`src/rtl/gpio_port_pkg.sv`:
```
`timescale 1ns/1ps
package gpio_port_pkg;
  localparam int unsigned BYTE_OFS_W = 2;

  typedef enum logic [2:0] {
    SEL_DOUT = 3'd0,
    SEL_SET  = 3'd1,
    SEL_CLR  = 3'd2,
    SEL_TOG  = 3'd3,
    SEL_PIN  = 3'd4,
    SEL_DIR  = 3'd5,
    SEL_NONE = 3'd7
  } reg_sel_e;
endpackage

```
`src/rtl/gpio_addr_dec.sv`:
```
`timescale 1ns/1ps
module gpio_addr_dec
  import gpio_port_pkg::*;
#(
  parameter int unsigned ADDR_W = 8
) (
  input  logic [ADDR_W-1:0] addr_i,
  output reg_sel_e          sel_o
);
  localparam int unsigned IDX_W = ADDR_W - BYTE_OFS_W;

  logic [IDX_W-1:0] word_idx;
  assign word_idx = addr_i[ADDR_W-1:BYTE_OFS_W];

  always_comb begin
    sel_o = SEL_NONE;
    if (addr_i[BYTE_OFS_W-1:0] == '0) begin
      case (word_idx)
        IDX_W'(0): sel_o = SEL_DOUT;
        IDX_W'(1): sel_o = SEL_SET;
        IDX_W'(2): sel_o = SEL_CLR;
        IDX_W'(3): sel_o = SEL_TOG;
        IDX_W'(4): sel_o = SEL_PIN;
        IDX_W'(5): sel_o = SEL_DIR;
        default:   sel_o = SEL_NONE;
      endcase
    end
  end
endmodule

```
`src/rtl/gpio_out_latch.sv`:
```
`timescale 1ns/1ps
module gpio_out_latch
  import gpio_port_pkg::*;
#(
  parameter int unsigned W = 32
) (
  input  logic         clk_i,
  input  logic         rst_ni,
  input  logic         wr_en_i,
  input  reg_sel_e     sel_i,
  input  logic [W-1:0] wdata_i,
  output logic [W-1:0] out_q_o,
  output logic [W-1:0] dir_q_o
);
  logic [W-1:0] out_q, out_d, dir_q, dir_d;

  // alias writes only touch bits written as one
  always_comb begin
    out_d = out_q;
    dir_d = dir_q;
    if (wr_en_i) begin
      case (sel_i)
        SEL_DOUT: out_d = wdata_i;
        SEL_SET:  out_d = out_q | wdata_i;
        SEL_CLR:  out_d = out_q & ~wdata_i;
        SEL_TOG:  out_d = out_q ^ wdata_i;
        SEL_DIR:  dir_d = wdata_i;
        default:  ;
      endcase
    end
  end

  always_ff @(posedge clk_i or negedge rst_ni) begin
    if (!rst_ni) begin
      out_q <= '0;
      dir_q <= '0;
    end else begin
      out_q <= out_d;
      dir_q <= dir_d;
    end
  end

  assign out_q_o = out_q;
  assign dir_q_o = dir_q;
endmodule

```
`src/rtl/gpio_in_sync.sv`:
```
`timescale 1ns/1ps
module gpio_in_sync #(
  parameter int unsigned W      = 32,
  parameter int unsigned STAGES = 2
) (
  input  logic         clk_i,
  input  logic         rst_ni,
  input  logic [W-1:0] async_i,
  output logic [W-1:0] sync_o
);
  logic [W-1:0] stg_q [STAGES];

  for (genvar s = 0; s < STAGES; s++) begin : g_stage
    always_ff @(posedge clk_i or negedge rst_ni) begin
      if (!rst_ni) stg_q[s] <= '0;
      else if (s == 0) stg_q[s] <= async_i;
      else stg_q[s] <= stg_q[(s == 0) ? 0 : s-1];
    end
  end

  assign sync_o = stg_q[STAGES-1];
endmodule

```
`src/rtl/gpio_rd_mux.sv`:
```
`timescale 1ns/1ps
module gpio_rd_mux
  import gpio_port_pkg::*;
#(
  parameter int unsigned W = 32
) (
  input  logic         clk_i,
  input  logic         rst_ni,
  input  logic         rd_en_i,
  input  reg_sel_e     sel_i,
  input  logic [W-1:0] out_q_i,
  input  logic [W-1:0] dir_q_i,
  input  logic [W-1:0] pin_i,
  output logic [W-1:0] rdata_o
);
  logic [W-1:0] rd_d, rd_q;

  // aliases and unmapped addresses read as zero
  always_comb begin
    case (sel_i)
      SEL_DOUT: rd_d = out_q_i;
      SEL_PIN:  rd_d = pin_i;
      SEL_DIR:  rd_d = dir_q_i;
      default:  rd_d = '0;
    endcase
  end

  always_ff @(posedge clk_i or negedge rst_ni) begin
    if (!rst_ni)      rd_q <= '0;
    else if (rd_en_i) rd_q <= rd_d;
  end

  assign rdata_o = rd_q;
endmodule

```
`src/rtl/gpio_port_regs.sv`:
```
`timescale 1ns/1ps
module gpio_port_regs
  import gpio_port_pkg::*;
#(
  parameter int unsigned W           = 32,
  parameter int unsigned ADDR_W      = 8,
  parameter int unsigned SYNC_STAGES = 2
) (
  input  logic              clk_i,
  input  logic              rst_ni,
  input  logic              req_i,
  input  logic              we_i,
  input  logic [ADDR_W-1:0] addr_i,
  input  logic [W-1:0]      wdata_i,
  output logic [W-1:0]      rdata_o,
  input  logic [W-1:0]      pad_in_i,
  output logic [W-1:0]      pad_out_o,
  output logic [W-1:0]      pad_oe_o
);
  reg_sel_e     sel;
  logic [W-1:0] out_q, dir_q, pin_sync;

  gpio_addr_dec #(.ADDR_W(ADDR_W)) i_dec (
    .addr_i (addr_i),
    .sel_o  (sel)
  );

  gpio_out_latch #(.W(W)) i_latch (
    .clk_i   (clk_i),
    .rst_ni  (rst_ni),
    .wr_en_i (req_i & we_i),
    .sel_i   (sel),
    .wdata_i (wdata_i),
    .out_q_o (out_q),
    .dir_q_o (dir_q)
  );

  gpio_in_sync #(.W(W), .STAGES(SYNC_STAGES)) i_sync (
    .clk_i   (clk_i),
    .rst_ni  (rst_ni),
    .async_i (pad_in_i),
    .sync_o  (pin_sync)
  );

  gpio_rd_mux #(.W(W)) i_rd (
    .clk_i   (clk_i),
    .rst_ni  (rst_ni),
    .rd_en_i (req_i & ~we_i),
    .sel_i   (sel),
    .out_q_i (out_q),
    .dir_q_i (dir_q),
    .pin_i   (pin_sync),
    .rdata_o (rdata_o)
  );

  assign pad_out_o = out_q;
  assign pad_oe_o  = dir_q;
endmodule

```
`config.mk`:
```
export PLATFORM = sky130hd
export DESIGN_NAME = gpio_port_regs
export DESIGN_NICKNAME = d
export VERILOG_FILES = /design/src/rtl/gpio_port_pkg.sv /design/src/rtl/gpio_addr_dec.sv /design/src/rtl/gpio_out_latch.sv /design/src/rtl/gpio_in_sync.sv /design/src/rtl/gpio_rd_mux.sv /design/src/rtl/gpio_port_regs.sv
export SDC_FILE = /design/constraint.sdc
export NUM_CORES = 1
export LEC_CHECK = 0
export BUFFER_PORTS_ARGS = -buffer_cell sky130_fd_sc_hd__buf_2
export CAP_MARGIN = 20
export CORE_ASPECT_RATIO = 1.25
export CORE_MARGIN = 3
export CORE_UTILIZATION = 40
export CTS_BUF_LIST = sky130_fd_sc_hd__clkbuf_16
export DETAILED_ROUTE_END_ITERATION = 7
export PLACE_DENSITY = 0.73
export RECOVER_POWER = 50
export REMOVE_ABC_BUFFERS = 1
export SLEW_MARGIN = 10
export SYNTH_ARGS = -nofsm -noshare
export SYNTH_HDL_FRONTEND = slang
export SYNTH_SLANG_ARGS = --single-unit
```
`constraint.sdc`:
```
create_clock -name clk_i -period 1.1 [get_ports clk_i]
set_input_delay 0.055 -clock clk_i [delete_from_list [all_inputs] [get_ports clk_i]]
set_output_delay 0.055 -clock clk_i [all_outputs]
set_load 0.02 [all_outputs]
```
==> results.toml <==
[outcome]
run_status = "finished, violations left"
failed_checks = "setup timing"

[clocking]
clkSinkCount = 160
cts_root_buf = "sky130_fd_sc_hd__clkbuf_16"
number_of_buffers_inserted_during_clock_tree_synthesis = 17
cts.reportedPaths.clkPinSlew_ns = 0.07
clockBufferDepth = 2
cts_max_level = 4
clkLatencyLatePin_ns = 0.42
tritoncts_clock_tree = "built"

[global_routing]
grt_antenna_before_repair = 1
grt_max_degree = 56
first_global_vias = 7177
grt_first_pass_wirelength_um = 38200
globalRoute.totalOverflow = 0
total_track_usage = 0.241

[timing]
setup_violations = 125
maximum_clock_rate_ghz = 0.692
rsz0062_at_grt = "yes"
pins_over_slew_limit = 0
layout_setup_ws_ns = -0.344
tightestPinTransition_ns = 0.910
fin_worst_hold_slack_ns = 0.202
finClkSkew_ns = 0.00727
max_slew_margin = 0.393
final_hold_viol_count = 0
finalCritPeriodShare = 1.31
final_critical_period_ns = 1.44

[critical_path]
worstPathCellList = "buf_6 -> or4_4 -> or4b_4 -> buf_12 -> buf_16 -> o22ai_4 -> a21oi_2"
crit_family = "simple AND/OR/NAND/NOR gates"
crit_end = "i_latch.out_q_o[18]"
startpoint_type = "primary input"
timing.critical_path.depth = 7
register_to_register_setup_slack_ns = -0.26
cp.required_ns = 1.41
max_stage_delay_ns = 0.57
worstReg2RegEnd = "i_latch.out_q_o[19]"
critical_path_buf_inv_count = 3
timing.reg2reg.worst_path_depth = 4
critical_path_arrival_ns = 1.75
cell_at_the_slowest_stage_of_the_critical_path = "sky130_fd_sc_hd__or4b_4"
crit_fanout = 8
crit_type = "in -> reg"
setup.worst_path.start = "addr_i[1]"
sort_of_element_at_the_end_of_the_critical_path = "register"
critical_path.reg2reg.startpoint = "i_latch.out_q_o[19]"

[logic_synthesis]
synth-edff-count = 0
synthDominantAreaCellType = "sky130_fd_sc_hd__dfrtp_1"
synth_cell_type_count = 35
synthTopCellsByCount = "160 x sky130_fd_sc_hd__dfrtp_1, 76 x sky130_fd_sc_hd__inv_1, 64 x sky130_fd_sc_hd__a22oi_1, 64 x sky130_fd_sc_hd__ha_1, 43 x sky130_fd_sc_hd__a21oi_1"
yosysTopAreaCellShare = 0.533
ys_ff_latch = 160
post_synthesis_instance_area_mm2 = 0.00752
yosysWarnings = 0
synth.avg_cell_area_um2 = 11.1
post_synth_inst_count = 677
ys_top_cells_by_area = "sky130_fd_sc_hd__dfrtp_1 53%, sky130_fd_sc_hd__ha_1 11%, sky130_fd_sc_hd__a22oi_1 6.4%"
asyncSetResetFlopFracSynth = 1.00
ys_seq_area_frac = 0.533
synth_top_flop_cell = "sky130_fd_sc_hd__dfrtp_1"
synthMostInstantiatedCell = "sky130_fd_sc_hd__dfrtp_1"

[floorplanning]
start_util = 0.411
design.portCount = 172
core_area_mm2 = 0.0183
die_width_um = 129
die_height_um = 159
die_footprint_mm2 = 0.0205
placement_rows = 55

[cells_and_area]
areaGrowthSynthToFinish_pct = 61.8
fin_nets = 1187
fillers = 1293
final-seq-area_mm2 = 0.00401
finalNonFillerCells = 1289
post_route_cells_drive_above_1_share = 0.448
multiInputGateArea_mm2 = 0.00355

[placement]
post-place-cells = 1119
numPortBuffers = 171
place_congestion = 0.796
post-dp-hpwl_um = 14200

[routing]
totalWireLength_um = 27000
final_routed_wire_length_divided_by_cell_count_um = 20.9
drt-vias-per-instance = 5.48
ant_nets = 0
drt_pre_antenna_iters = 4
drcViolationCount = 0
detailroute.via_count = 7070
drt_iter0_markers = 364

[power_and_ir_drop]
static-leakage-power_uw = 0.00584
irDropWorstVdd_mv = 0.981
cellPowerDensity_mw_per_mm2 = 1230

[hold_path]
min-delay-path-class = "in -> reg"

[job]
cap_viol_max_count = 0
[metal layers]
layer / global-route usage / vias to the layer above / wire length (µm)
li1: - / 3128 / -
met1: 0.296 / 3574 / 11000
met2: 0.402 / 316 / 13600
met3: 0.0591 / 50 / 1500
met4: 0.0974 / 2 / 771
met5: 0 / - / 13
[sequential cells by signal, summed over array words and instances, names as in the netlist]
| register | count |
|---|---|
| i_latch.out_q_o | 32 |
| i_sync.sync_o | 32 |
| i_latch.dir_q_o | 32 |
| i_sync.stg_q | 32 |
| i_rd.rdata_o | 32 |
[worst min-delay path by stage]
stage	start	to	cells past startpoint
floorplan	rst_ni	i_latch.dir_q_o[0]	0
finish	wdata_i[25]	i_latch.out_q_o[25]	5
detailed placement	rst_ni	i_sync.stg_q[44]	1
global route	wdata_i[25]	i_latch.out_q_o[25]	5
CTS	rst_ni	i_latch.out_q_o[20]	2
global placement	rst_ni	i_sync.stg_q[44]	1
[through the flow]
stage / cell area [µm²] / TNS [ns] / power, µW / setup slack (ns) / utilization
CTS: 11500 / -17.03 / 14600 / -0.300 / 0.626
detailed placement: 9260 / -71.11 / 8230 / -0.861 / 0.506
global placement: 9260 / -68.19 / 8140 / -0.844 / 0.506
floorplan: 7320 / -188.69 / 7210 / -2.87 / -
finish: 12200 / -23.12 / 14900 / -0.344 / 0.664
global route: 12200 / -32.81 / 15500 / -0.340 / 0.664
[worst register-to-register path: stages, from the launching register on]
cell and delay (ns):
sky130_fd_sc_hd__dfrtp_1 0.41, sky130_fd_sc_hd__buf_4 0.15, sky130_fd_sc_hd__ha_1 0.17, sky130_fd_sc_hd__o311ai_1 0.40, sky130_fd_sc_hd__a21oi_2 0.11
[cells in the final DEF, fill, tap and decap left out, types with 14 or more instances in the layout]
cell	instances
sky130_fd_sc_hd__nor2_4	16
sky130_fd_sc_hd__a22oi_2	36
sky130_fd_sc_hd__o21ai_1	34
sky130_fd_sc_hd__inv_1	76
sky130_fd_sc_hd__a21oi_2	14
sky130_fd_sc_hd__clkbuf_16	21
sky130_fd_sc_hd__buf_6	73
sky130_fd_sc_hd__nor2b_1	30
sky130_fd_sc_hd__a21oi_1	29
sky130_fd_sc_hd__mux2_2	19
sky130_fd_sc_hd__o21ai_0	15
sky130_fd_sc_hd__ha_1	64
sky130_fd_sc_hd__a22oi_1	28
sky130_fd_sc_hd__dfrtp_1	158
sky130_fd_sc_hd__buf_2	130
sky130_fd_sc_hd__buf_4	94
sky130_fd_sc_hd__nand2_1	25
sky130_fd_sc_hd__dlygate4sd3_1	65
[final cells by class]
| class | count | area share |
|---|---|---|
| multi-input cells | 397 | 0.292 |
| repair buffers | 395 | 0.285 |
| clock inverters | 15 | 0.0110 |
| diodes | 1 | 0.000206 |
| clock buffers | 17 | 0.0350 |
| flip-flops and latches | 160 | 0.329 |
| well taps | 228 | 0.0235 |
| inverters | 76 | 0.0235 |
[report_power, final]
part	internal (µW)	switching, µW
Clock	3140	2620
Combinational	1450	1350
Sequential	6160	191
Total	10700	4150
[timing repair]
action / CTS / global route
buffers inserted: 37 / 35
endpoints found under the setup margin: 127 / 130
hold buffers: 65 / 0
pin swaps: 19 / 15
hold endpoints to repair: 254 / 0
cloned: 9 / 5
resized for setup: 152 / 125
[logic make-up (layout without fill, tap and decap cells)]
group / Yosys count / count (layout) / share of synthesized area
AO/OA/AOI/OAI: 208 / 208 / 0.184
adder cells (fa/ha/maj): 64 / 64 / 0.107
buffers and inverters: 120 / 503 / 0.0641
multiplexers: 32 / 32 / 0.0479
AND/OR/NAND/NOR: 93 / 93 / 0.0647
flip-flops: 160 / 160 / 0.533
other: 0 / 1 / 0
No activity file was read; power rests on OpenSTA's default activity.
